===== src/rtl/seqtrk_pkg.sv =====
// Package: shared field-position helpers for the sequence tracker register.
// Assumes the layout {send counter, send flag, receive counter, receive flag}
// from MSB to LSB, with both counters SEQ_W bits wide.
package seqtrk_pkg;

    localparam int SEQ_W_DEF = 3;

    // Total register width for a given counter width.
    function automatic int reg_width(input int seq_w);
        return 2 * seq_w + 2;
    endfunction

    // Bit position of the receive-side error flag.
    function automatic int pos_rflag(input int seq_w);
        return 0;
    endfunction

    // Lowest bit of the receive counter.
    function automatic int pos_rcnt(input int seq_w);
        return 1;
    endfunction

    // Bit position of the send-side error flag.
    function automatic int pos_sflag(input int seq_w);
        return seq_w + 1;
    endfunction

    // Lowest bit of the send counter.
    function automatic int pos_scnt(input int seq_w);
        return seq_w + 2;
    endfunction

endpackage


===== src/rtl/seqtrk_send_side.sv =====
// Module: next-state logic for the send counter and the send-side error flag.
// Assumes tx_info and rx_valid are single-cycle strobes. The acknowledge
// window {ns, ns+1} is taken from the counter value before any increment.
module seqtrk_send_side #(
    parameter int SEQ_W = 3
) (
    input  logic [SEQ_W-1:0] ns_q,
    input  logic             sflag_q,
    input  logic             tx_info,
    input  logic             rx_valid,
    input  logic [SEQ_W-1:0] rx_nr,
    output logic [SEQ_W-1:0] ns_d,
    output logic             sflag_d
);

    logic [SEQ_W-1:0] ns_plus1;
    logic             ack_in_window;

    // Counter advance and acknowledge window test.
    always_comb begin
        ns_plus1      = ns_q + {{(SEQ_W-1){1'b0}}, 1'b1};
        ack_in_window = (rx_nr == ns_q) || (rx_nr == ns_plus1);
        ns_d          = tx_info ? ns_plus1 : ns_q;
        sflag_d       = sflag_q | (rx_valid & ~ack_in_window);
    end

endmodule


===== src/rtl/seqtrk_recv_side.sv =====
// Module: next-state logic for the receive counter and receive-side error flag.
// Assumes only information frames carry a meaningful send number; other
// frames leave this side untouched.
module seqtrk_recv_side #(
    parameter int SEQ_W = 3
) (
    input  logic [SEQ_W-1:0] nr_q,
    input  logic             rflag_q,
    input  logic             rx_valid,
    input  logic             rx_is_info,
    input  logic [SEQ_W-1:0] rx_ns,
    output logic [SEQ_W-1:0] nr_d,
    output logic             rflag_d
);

    logic info_frame;
    logic in_order;

    // In-order frames advance the counter; out-of-order ones raise the flag.
    always_comb begin
        info_frame = rx_valid & rx_is_info;
        in_order   = (rx_ns == nr_q);
        nr_d       = nr_q;
        rflag_d    = rflag_q;
        if (info_frame) begin
            if (in_order) begin
                nr_d = nr_q + {{(SEQ_W-1){1'b0}}, 1'b1};
            end else begin
                rflag_d = 1'b1;
            end
        end
    end

endmodule


===== src/rtl/seqtrk_cpu_merge.sv =====
// Module: per-bit merge of processor accesses over the frame-driven update.
// Priority per bit: single-bit write, then byte write, then frame update.
module seqtrk_cpu_merge #(
    parameter int REG_W = 8,
    localparam int SEL_W = $clog2(REG_W)
) (
    input  logic [REG_W-1:0] hw_d,
    input  logic             wr_en,
    input  logic [REG_W-1:0] wr_data,
    input  logic             bit_en,
    input  logic [SEL_W-1:0] bit_sel,
    input  logic             bit_val,
    output logic [REG_W-1:0] reg_d
);

    for (genvar i = 0; i < REG_W; i++) begin : g_bit
        logic hit;
        // Select the winning source for bit i.
        always_comb begin
            hit = bit_en && (bit_sel == SEL_W'(i));
            if (hit) begin
                reg_d[i] = bit_val;
            end else if (wr_en) begin
                reg_d[i] = wr_data[i];
            end else begin
                reg_d[i] = hw_d[i];
            end
        end
    end

endmodule


===== src/rtl/seqtrk_top.sv =====
// Module: sequence number tracker for a link secondary station.
// Holds send/receive counters and sticky error flags in one register with
// processor byte and bit access. Assumes all strobes are synchronous to clk.
module seqtrk_top #(
    parameter int SEQ_W = seqtrk_pkg::SEQ_W_DEF,
    localparam int REG_W = seqtrk_pkg::reg_width(SEQ_W),
    localparam int SEL_W = $clog2(REG_W)
) (
    input  logic             clk,
    input  logic             rst_n,
    input  logic             rx_valid,
    input  logic             rx_is_info,
    input  logic [SEQ_W-1:0] rx_ns,
    input  logic [SEQ_W-1:0] rx_nr,
    input  logic             tx_info,
    input  logic             cpu_wr_en,
    input  logic [REG_W-1:0] cpu_wr_data,
    input  logic             cpu_bit_en,
    input  logic [SEL_W-1:0] cpu_bit_sel,
    input  logic             cpu_bit_val,
    output logic [REG_W-1:0] stat_q
);

    localparam int P_RF = seqtrk_pkg::pos_rflag(SEQ_W);
    localparam int P_RC = seqtrk_pkg::pos_rcnt(SEQ_W);
    localparam int P_SF = seqtrk_pkg::pos_sflag(SEQ_W);
    localparam int P_SC = seqtrk_pkg::pos_scnt(SEQ_W);

    logic [REG_W-1:0] stat_r;
    logic [REG_W-1:0] hw_d;
    logic [REG_W-1:0] reg_d;
    logic [SEQ_W-1:0] ns_d;
    logic [SEQ_W-1:0] nr_d;
    logic             sflag_d;
    logic             rflag_d;

    seqtrk_send_side #(.SEQ_W(SEQ_W)) u_send (
        .ns_q     (stat_r[P_SC +: SEQ_W]),
        .sflag_q  (stat_r[P_SF]),
        .tx_info  (tx_info),
        .rx_valid (rx_valid),
        .rx_nr    (rx_nr),
        .ns_d     (ns_d),
        .sflag_d  (sflag_d)
    );

    seqtrk_recv_side #(.SEQ_W(SEQ_W)) u_recv (
        .nr_q       (stat_r[P_RC +: SEQ_W]),
        .rflag_q    (stat_r[P_RF]),
        .rx_valid   (rx_valid),
        .rx_is_info (rx_is_info),
        .rx_ns      (rx_ns),
        .nr_d       (nr_d),
        .rflag_d    (rflag_d)
    );

    // Pack the frame-driven next values into register layout.
    always_comb begin
        hw_d                  = '0;
        hw_d[P_SC +: SEQ_W]   = ns_d;
        hw_d[P_SF]            = sflag_d;
        hw_d[P_RC +: SEQ_W]   = nr_d;
        hw_d[P_RF]            = rflag_d;
    end

    seqtrk_cpu_merge #(.REG_W(REG_W)) u_merge (
        .hw_d    (hw_d),
        .wr_en   (cpu_wr_en),
        .wr_data (cpu_wr_data),
        .bit_en  (cpu_bit_en),
        .bit_sel (cpu_bit_sel),
        .bit_val (cpu_bit_val),
        .reg_d   (reg_d)
    );

    // Register update with synchronous active-low reset.
    always_ff @(posedge clk) begin
        if (!rst_n) begin
            stat_r <= '0;
        end else begin
            stat_r <= reg_d;
        end
    end

    assign stat_q = stat_r;

endmodule


===== config.mk =====
export PLATFORM = sky130hd
export DESIGN_NAME = seqtrk_top
export DESIGN_NICKNAME = d
export VERILOG_FILES = /design/src/rtl/seqtrk_pkg.sv /design/src/rtl/seqtrk_send_side.sv /design/src/rtl/seqtrk_recv_side.sv /design/src/rtl/seqtrk_cpu_merge.sv /design/src/rtl/seqtrk_top.sv
export SDC_FILE = /design/constraint.sdc
export NUM_CORES = 1
export LEC_CHECK = 0
export ABC_AREA = 1
export ABC_CLOCK_PERIOD_IN_PS = 1950
export BUFFER_PORTS_ARGS = -buffer_cell sky130_fd_sc_hd__buf_2
export CAP_MARGIN = 20
export CELL_PAD_IN_SITES_DETAIL_PLACEMENT = 0
export CELL_PAD_IN_SITES_GLOBAL_PLACEMENT = 2
export CORE_ASPECT_RATIO = 0.75
export CORE_MARGIN = 1
export CORE_UTILIZATION = 22
export DETAILED_ROUTE_END_ITERATION = 6
export GPL_TIMING_DRIVEN = 0
export PLACE_DENSITY_LB_ADDON = 0.1
export SLEW_MARGIN = 20
export SYNTH_ARGS = -nofsm -noshare
export SYNTH_HDL_FRONTEND = slang
export SYNTH_HIERARCHICAL = 1
export SYNTH_SLANG_ARGS = --single-unit

===== constraint.sdc =====
create_clock -name clk -period 1.95 [get_ports clk]
set_clock_uncertainty 0.1 [all_clocks]
set_input_delay 0.195 -clock clk [delete_from_list [all_inputs] [get_ports clk]]
set_output_delay 0.195 -clock clk [all_outputs]
set_load 0.01 [all_outputs]

=== Yosys cells after proc, flatten, opt, wreduce, memory -nomap -nowiden ===
Cells that the tools add are included.

* Bits in latches: 0
* Word-level logic and storage cells: 70
* Output and inout port bits: 8
* Memory bits (writable): 0
* Flip-flop bits (word level): 8
* Input port bits: 25
* Memories kept: 0
* Memory bits (read-only): 0

* Div/mod/pow operators: 0
* Shift-type cells: 0
* $lt $le $gt $ge: 0
* Reductions and logical operators: 24
* Multiply operators: 0
* Muxes and demuxes: 21
* Equal/unequal tests: 11
* Add/sub/neg operators: 2
* Bitwise operators: 4

{| class="wikitable"
|+ Operators by type and width
! kind !! count
|-
| 3-bit nonzero test || 10
|-
| 1-bit two-way mux || 18
|-
| 3-bit == test (second input constant) || 4
|-
| 3-bit == test || 3
|-
| 3-bit two-way mux || 3
|-
| 1-bit logical AND || 8
|-
| 2-bit AND reduction || 4
|-
| 3-bit by 1-bit adder with 3-bit output (second input constant) || 2
|-
| 3-bit by 2-bit == test with 1-bit output (second input constant) || 2
|-
| 3-bit by 1-bit == test with 1-bit output (second input constant) || 1
|-
| 3-bit zero test || 1
|-
| 3-bit by 2-bit != test with 1-bit output (second input constant) || 1
|-
| 1-bit AND || 2
|-
| 1-bit logical OR || 1
|-
| 1-bit inverter || 1
|-
| 1-bit bitwise OR || 1
|}

=== Logic depth before layout (Yosys ltp) ===
Gate-level depths: netlist (run 1).

* Word-level depth: 8
* Mapped depth: 14
* Mapped depth without buffers: 14

=== Hierarchy ===
The synthesis (run 1) kept the hierarchy.

{| class="wikitable"
|+ By module, submodules not included
! module !! times used !! cells each !! area an instance (um^2)
|-
| seqtrk_cpu_merge || 1 || 70 || 292.8
|-
| seqtrk_top || 1 || 25 || 225.2
|-
| seqtrk_recv_side || 1 || 41 || 195.2
|-
| seqtrk_send_side || 1 || 34 || 173.9
|}

=== Worst setup path after synthesis (run 1) ===
OpenSTA, ideal clock, no wires.

* Path type: reg-to-reg
* Start: register stat_r[5] (netlist: stat_q[5])
* End: register stat_r[4] (netlist: stat_q[4])
* Slack: 0.402 ns
* Stages on the path, launching flop included: 12
* Arrival time: 1.340 ns
* Setup time: 0.109 ns
* Path buffers: 0
* Cell sequence: dfxtp_1 ha_1 xnor2_1 nand2_1 nor2_1 o21ai_1 nand2_1 nand2_1 nand2_1 nand2_1 nand2_1 inv_1

* Longest elaborated chain between the ends: 8
* Elaborated cells on any way between the ends: 9
* Classes of those cells: 1 x add/sub; 2 x eq/ne; 2 x mux; 3 x bitwise; 1 x reduce/logical

{| class="wikitable"
|+ RTL lines
! what !! RTL line !! RTL
|-
| from (decl) || seqtrk_top.sv:29 || <nowiki>logic [REG_W-1:0] stat_r;</nowiki>
|-
| from (signal assigned) || seqtrk_top.sv:81 || <nowiki>stat_r <= reg_d;</nowiki>
|-
| 3-bit by 1-bit adder with 3-bit output || seqtrk_send_side.sv:21 || <nowiki>ns_plus1 = ns_q + {{(SEQ_W-1){1'b0}}, 1'b1};</nowiki>
|-
| 3-bit == test || seqtrk_send_side.sv:22 || <nowiki>ack_in_window = (rx_nr == ns_q) || (rx_nr == ns_plus1);</nowiki>
|-
| 1-bit logical OR (*) || seqtrk_send_side.sv:22 ||
|-
| 1-bit inverter (*) || seqtrk_send_side.sv:24 || <nowiki>sflag_d = sflag_q | (rx_valid & ~ack_in_window);</nowiki>
|-
| 1-bit AND (*) || seqtrk_send_side.sv:24 ||
|-
| 1-bit bitwise OR (*) || seqtrk_send_side.sv:24 ||
|-
| via sflag_d || seqtrk_top.sv:34 || <nowiki>logic sflag_d;</nowiki>
|-
| 1-bit two-way mux (*) || seqtrk_cpu_merge.sv:23 || <nowiki>end else if (wr_en) begin</nowiki>
|-
| 1-bit two-way mux (*) || seqtrk_cpu_merge.sv:21 || <nowiki>if (hit) begin</nowiki>
|-
| via reg_d[4] || seqtrk_top.sv:31 || <nowiki>logic [REG_W-1:0] reg_d;</nowiki>
|}

The timed path passes the listed nets; every way through them passes the cells marked *.
A chain may end at the register's enable or synchronous reset.

=== Worst setup path in the final report (run 1) ===
Ends and elaborated chain as after synthesis.

==> impl_summary.txt, run 1 <==
----------------------------------------------------
[Run status]
  Status ... finished, final reports clean

[Synth]
  Post-Synthesis Cells ... 170
  Synthesized-area fraction occupied by ao, oa, aoi and oai cells ... 1.13%
  Number of flip-flops and latches in the synthesized netlist ... 8
  Proportion of synthesized chip area in sequential cells ... 18.1%
  Synth unique cells ... 20
  Fraction of the mapped netlist area in adder cells ... 2.82%
  Area share of and/or/nand/nor cells after synthesis ... 58.4%
  YS warnings ... 6
  Mux contribution to synthesized area ... 1.27%
  Synthesized net count ... 197
  Netlist area before placement ... 887 sq um
  Synthesized area divided by synthesized cell count ... 5.22 sq um
  Dominant combinational cell family by area after synthesis ... simple AND/OR/NAND/NOR gates
  Parity-gate share of the synthesized area counting xor and xnor cells ... 2.96%

[Clock tree]
  Root buffer selected by CTS ... sky130_fd_sc_hd__clkbuf_8
  Clock buffer depth ... 2
  Hold bufs inserted after CTS ... 0
  Post-CTS Setup Bufs ... 0
  Total clock sinks ... 8
  TritonCTS clock tree ... yes
  Total clock buffers created by CTS ... 3
  Clock-pin slew of the registers on the worst-case setup and hold paths ... 0.04 ns
  Number of gates resized after CTS ... 0
  Deepest level of the CTS H-tree ... 1
  Worst-skew pair later-pin latency ... 0.23 ns

[Global routing]
  Combined global-route utilization of all metal layers ... 11.9%
  Maximum number of pins on one net before global-route repair ... 10
  Global-route wire length before repair ... 3900 um
  Total overflow reported by the global router ... 0
  Vias in the first global route ... 876
  Antenna violations before repair ... 0

[Routing]
  Final wirelength ... 2330 um
  Via count of the routed design ... 1,001
  First-iteration detailed-routing DRC count ... 30
  Vias per cell ... 3.94
  Residual DRC ... 0
  Final antenna-violating net count ... 0
  TritonRoute pass-1 iters ... 4
  DR WL/cell ... 9.16 um

[Floorplanning]
  Total Die Area ... 4290 sq um
  Starting Density ... 23.6%
  Boundary pin count ... 33
  Core Rows ... 19
  Overall die height ... 57.0 um
  Floorplan core area ... 3760 sq um
  Width of the die ... 75.3 um

[Setup path]
  Sort of element at the start of the critical path ... register
  Kind of capture point of the worst setup path ... register
  WS Path Type ... reg2reg
  CP Data Arrival Time ... 1.67 ns
  Data required time of the worst path ... 1.98 ns
  Critical-path maximum fanout ... 6

[Layout]
  Number of flip-flops in the largest register ... 8
  Layout filler cell count ... 460
  Fraction of final layout cells sized beyond drive strength 1 ... 25.7%
  Post-synthesis to final-layout area growth ... 28.3%
  Antenna Cells ... 0
  Final-stage net count ... 231

[Timing]
  Setup repair after global routing missed its margin ... no
  Hold Fails Final Rpt ... 0
  Maximum operating frequency ... 607 MHz
  Sum of negative setup slack ... 0 ns
  Remaining max-slew budget at the tightest pin ... 78.0%
  Slew at the pin with the worst max-slew slack ... 0.331 ns
  Minimum period implied by the final worst setup slack ... 1.65 ns
  Setup violations, final ... 0
  Max Slew Vio Count ... 0
  Final Hold Slack ... 0.162 ns
  Period utilization ... 84.4%

[Placement]
  Post-DP HPWL ... 1960 um
  Quantity of I/O buffers inserted on ports ... 29
  Routability congestion estimate from global placement ... 0.748

[Worst hold path]
  Path type of the worst min-delay path ... in2reg

[Pwr]
  P_leak ... 0.000715 uW
  Cell Pwr Density ... 517 nW/um^2
  Peak ir drop on the vdd network ... 0.203 mV

[Flow run]
  MaxCap Viol Count ... 0

----------------------------------------------------
[where the power goes]
group,internal [uW],switching [uW]
clock network,134,70.2
logic,80.2,114
registers,177,14.2
[metrics by stage]
stage	utilization (%)	instances	instance area [sq um]	worst slack [ns]	power, uW
after CTS	30.3	254	1140	0.267	603
after global routing	30.3	254	1140	0.129	640
after global placement	29.2	251	1100	0.265	389
after detailed placement	29.2	251	1100	0.280	389
after floorplan	-	170	887	0.402	322
final	30.3	254	1140	0.303	589
[cell usage in the layout, fill, tap and decap left out, drive strengths merged]
cell type	instances
buf	31
nand3	14
nand2	96
xor2	1
nand4	3
inv	31
mux2	1
nor2	7
dfxtp	8
ha	2
o21ai	2
clkbuf	4
xnor2	2
[metal layers]
layer | wire [um] | vias to the layer above | share of wire [%] | GRT usage, %
met5 | 0 | - | 0 | 0
met4 | 21 | 0 | 0.90 | 4.76
met2 | 906 | 17 | 39 | 16.5
li1 | - | 569 | - | -
met1 | 1290 | 413 | 55 | 17.9
met3 | 110 | 2 | 4.7 | 2.30
[worst max-delay path, cell delays in order, from the launching register on]
cell and delay [ns]:
sky130_fd_sc_hd__dfxtp_1 0.44, sky130_fd_sc_hd__ha_1 0.30, sky130_fd_sc_hd__xnor2_1 0.16, sky130_fd_sc_hd__nand2_1 0.06
sky130_fd_sc_hd__nor2_1 0.10, sky130_fd_sc_hd__o21ai_1 0.09, sky130_fd_sc_hd__nand2_1 0.07, sky130_fd_sc_hd__nand2_1 0.05
sky130_fd_sc_hd__nand2_1 0.06, sky130_fd_sc_hd__nand2_1 0.04, sky130_fd_sc_hd__nand2_1 0.05, sky130_fd_sc_hd__inv_1 0.03
[kinds of logic after synthesis]
kind of cell / after synthesis
muxes: 1
adders and majority gates: 2
AOI/OAI and AO/OA: 2
xor gates and xnor gates: 3
DFF: 8
buffers and inverters: 34
and+or+nand+nor: 120
[synth_stat cells (all sizes together)]
cell type / number / area (sq um)
nand2: 96 / 373
inv: 31 / 116
nand3: 14 / 80.1
dfxtp: 8 / 160
nor2: 7 / 46.3
nand4: 3 / 18.8
buf: 2 / 16.3
ha: 2 / 25.0
o21ai: 2 / 10.0
xnor2: 2 / 17.5
clkbuf: 1 / 3.75
mux2: 1 / 11.3
xor2: 1 / 8.76
[area by class of cell]
type | instances | area, sq um | area share [%]
timing repair buffer | 29 | 145 | 12.7
sequential | 8 | 160 | 14.1
tap | 52 | 65.1 | 5.71
buffer | 3 | 20.0 | 1.76
multi-input combinational | 128 | 591 | 51.9
clock buffer | 3 | 41.3 | 3.63
inverter | 31 | 116 | 10.2
[final timing paths]
| kind | start | end | slack (ns) | cells past startpoint |
|---|---|---|---|---|
| setup / recovery | stat_q[5] | stat_q[4] | 0.30 | 11 |
| hold / removal | rst_n | stat_q[0] | 0.16 | 3 |
| setup reg to reg | stat_q[5] | stat_q[4] | 0.30 | 11 |
| hold reg to reg | stat_q[0] | stat_q[0] | 0.61 | 8 |
(Power assumes the default switching activity.)
==> inputs of run 2 (changes only) <==
- ABC_CLOCK_PERIOD_IN_PS: 1950 -> 1400
- CORE_UTILIZATION: 22 -> 20
- clock period: 1.95 -> 1.4 ns (I/O delays scaled with it)
==> impl_summary.txt, run 2 (synthesized netlist as in run 1, its figures left out) <==
----------------------------------------------------
[Pwr]
  Internal Pwr Total ... 583 uW
  Net Sw Frac ... 34.5%
  Power share of the sequential group ... 29.6%
  Peak ir drop on the vdd network ... 0.246 mV
  Share of total power in the clock network ... 34.7%
  Total design power ... 889 uW
  P_leak ... 0.000753 uW
  Power spent charging and discharging nets ... 306 uW
  Cell Pwr Density ... 706 nW/um^2
  Combinational cell fraction of total power ... 35.7%

[Clock tree]
  Hold bufs inserted after CTS ... 0
  Total clock buffers created by CTS ... 3
  Clock buffer depth ... 2
  Total clock sinks ... 8
  TritonCTS clock tree ... yes
  Root buffer selected by CTS ... sky130_fd_sc_hd__clkbuf_8
  Deepest level of the CTS H-tree ... 1
  Worst-skew pair later-pin latency ... 0.23 ns
  Clock-pin slew of the registers on the worst-case setup and hold paths ... 0.05 ns

[Layout]
  Fraction of final layout cells sized beyond drive strength 1 ... 33.8%
  Highest-count cells in the layout ignoring fill and taps ... sky130_fd_sc_hd__nand2_1, sky130_fd_sc_hd__buf_2, sky130_fd_sc_hd__inv_1
  Most common cell after layout, fill and taps aside ... sky130_fd_sc_hd__nand2_1
  Post-synthesis to final-layout area growth ... 42.0%
  Util after Layout ... 30.3%
  Number of cells in the finished layout apart from fillers ... 262
  Antenna Cells ... 0
  Number of flip-flops in the largest register ... 8
  Final-stage net count ... 235

[Flow run]
  MaxCap Viol Count ... 0

[Floorplanning]
  Total Die Area ... 4710 sq um
  Starting Density ... 21.4%
  Overall die height ... 59.7 um
  Core Rows ... 20
  Width of the die ... 78.9 um
  Floorplan core area ... 4150 sq um
  Boundary pin count ... 33

[Placement]
  Post-DP HPWL ... 2020 um
  Quantity of I/O buffers inserted on ports ... 29
  Placed Cells incl. Taps ... 254
  Routability congestion estimate from global placement ... 0.678

[Timing]
  Maximum operating frequency ... 675 MHz
  Sum of negative setup slack ... -0.259 ns
  Final worst setup slack ... -0.0813 ns
  Setup repair after global routing missed its margin ... yes
  Max Slew Vio Count ... 0
  Remaining max-slew budget at the tightest pin ... 78.3%
  Minimum period implied by the final worst setup slack ... 1.48 ns
  Slew at the pin with the worst max-slew slack ... 0.326 ns
  Setup violations, final ... 5
  Period utilization ... 106%
  Hold Fails Final Rpt ... 0

[Routing]
  Via count of the routed design ... 1,029
  DR WL/cell ... 9.74 um
  Final antenna-violating net count ... 0
  First-iteration detailed-routing DRC count ... 37
  Residual DRC ... 0
  Vias per cell ... 3.93
  Final wirelength ... 2550 um
  TritonRoute pass-1 iters ... 4

[Setup path]
  Sort of element at the start of the critical path ... register
  Kind of capture point of the worst setup path ... register
  Data required time of the worst path ... 1.43 ns
  CP Data Arrival Time ... 1.51 ns
  Critical-path maximum fanout ... 4
  WS Path Type ... reg2reg

[Global routing]
  Global-route wire length before repair ... 4070 um
  Maximum number of pins on one net before global-route repair ... 10
  Total overflow reported by the global router ... 0
  Antenna violations before repair ... 0
  Combined global-route utilization of all metal layers ... 11.3%
  Vias in the first global route ... 882

[Run status]
  Failing checks ... setup timing
  Status ... finished with violations

[Worst hold path]
  Path type of the worst min-delay path ... in2reg

----------------------------------------------------
-- run 2: metal layers --
| layer | GRT usage [%] | vias up | part of all wire, % |
|---|---|---|---|
| met5 | 0 | - | 0 |
| met4 | 4.68 | 0 | 1.5 |
| met3 | 1.53 | 4 | 4.4 |
| met2 | 15.8 | 24 | 37 |
| met1 | 17.1 | 424 | 57 |
| li1 | - | 577 | - |
-- run 2: power by group through the flow --
stage	clock, uW	combinational, uW	sequential [uW]
6_report	308	317	264
2_1_floorplan	0	177	278
5_1_grt	337	362	266
4_1_cts	319	298	263
3_5_place_dp	0	279	274
3_3_place_gp	0	277	274
-- run 2: stage by stage --
| stage | hold slack, ns | area, sq um | setup WS [ns] |
|---|---|---|---|
| after floorplan | 0.281 | 907 | -0.00143 |
| after global placement | 0.354 | 1120 | -0.104 |
| after detailed placement | 0.356 | 1120 | -0.104 |
| after CTS | 0.105 | 1200 | -0.0560 |
| after global routing | 0.116 | 1260 | -0.177 |
| final | 0.0987 | 1260 | -0.0813 |
-- run 2: worst max-delay path: stages, from the launching register on --
cell	delay (ns)
sky130_fd_sc_hd__dfxtp_4	0.37
sky130_fd_sc_hd__buf_6	0.11
sky130_fd_sc_hd__inv_2	0.03
sky130_fd_sc_hd__nand2_2	0.06
sky130_fd_sc_hd__nand2_4	0.07
sky130_fd_sc_hd__inv_2	0.05
sky130_fd_sc_hd__nand4_1	0.12
sky130_fd_sc_hd__nand2_1	0.10
sky130_fd_sc_hd__nand2_1	0.05
sky130_fd_sc_hd__nand2_1	0.08
sky130_fd_sc_hd__nand2_1	0.06
sky130_fd_sc_hd__nand2_1	0.05
sky130_fd_sc_hd__nand2_1	0.04
sky130_fd_sc_hd__nand2_1	0.06
sky130_fd_sc_hd__inv_1	0.03
-- run 2: path summary, 6_finish.rpt --
| path | slack [ns] | from | depth (start not counted) | to |
|---|---|---|---|---|
| worst max-delay path | -0.08 | stat_q[2] | 14 | stat_q[2] |
| worst min-delay path | 0.1 | rst_n | 3 | stat_q[1] |
| worst max register to register | -0.08 | stat_q[2] | 14 | stat_q[2] |
| worst min register to register | 0.62 | stat_q[0] | 8 | stat_q[0] |
-- run 2: layout make-up --
class                           count  area [sq um]
Sequential cell                     8           175
Inverter                           31           116
Buffer                              3          20.0
Multi-Input combinational cell    128           652
Clock buffer                        4          45.0
Fill cell                         491          2890
Tap cell                           55          68.8
Timing Repair Buffer               33           183
-- run 2: timing repair --
item / in CTS / in global routing
setup buffers: 2 / 2
endpoints found under the setup margin: 4 / 6
resized for setup: 5 / 12
pin swaps: 9 / 11
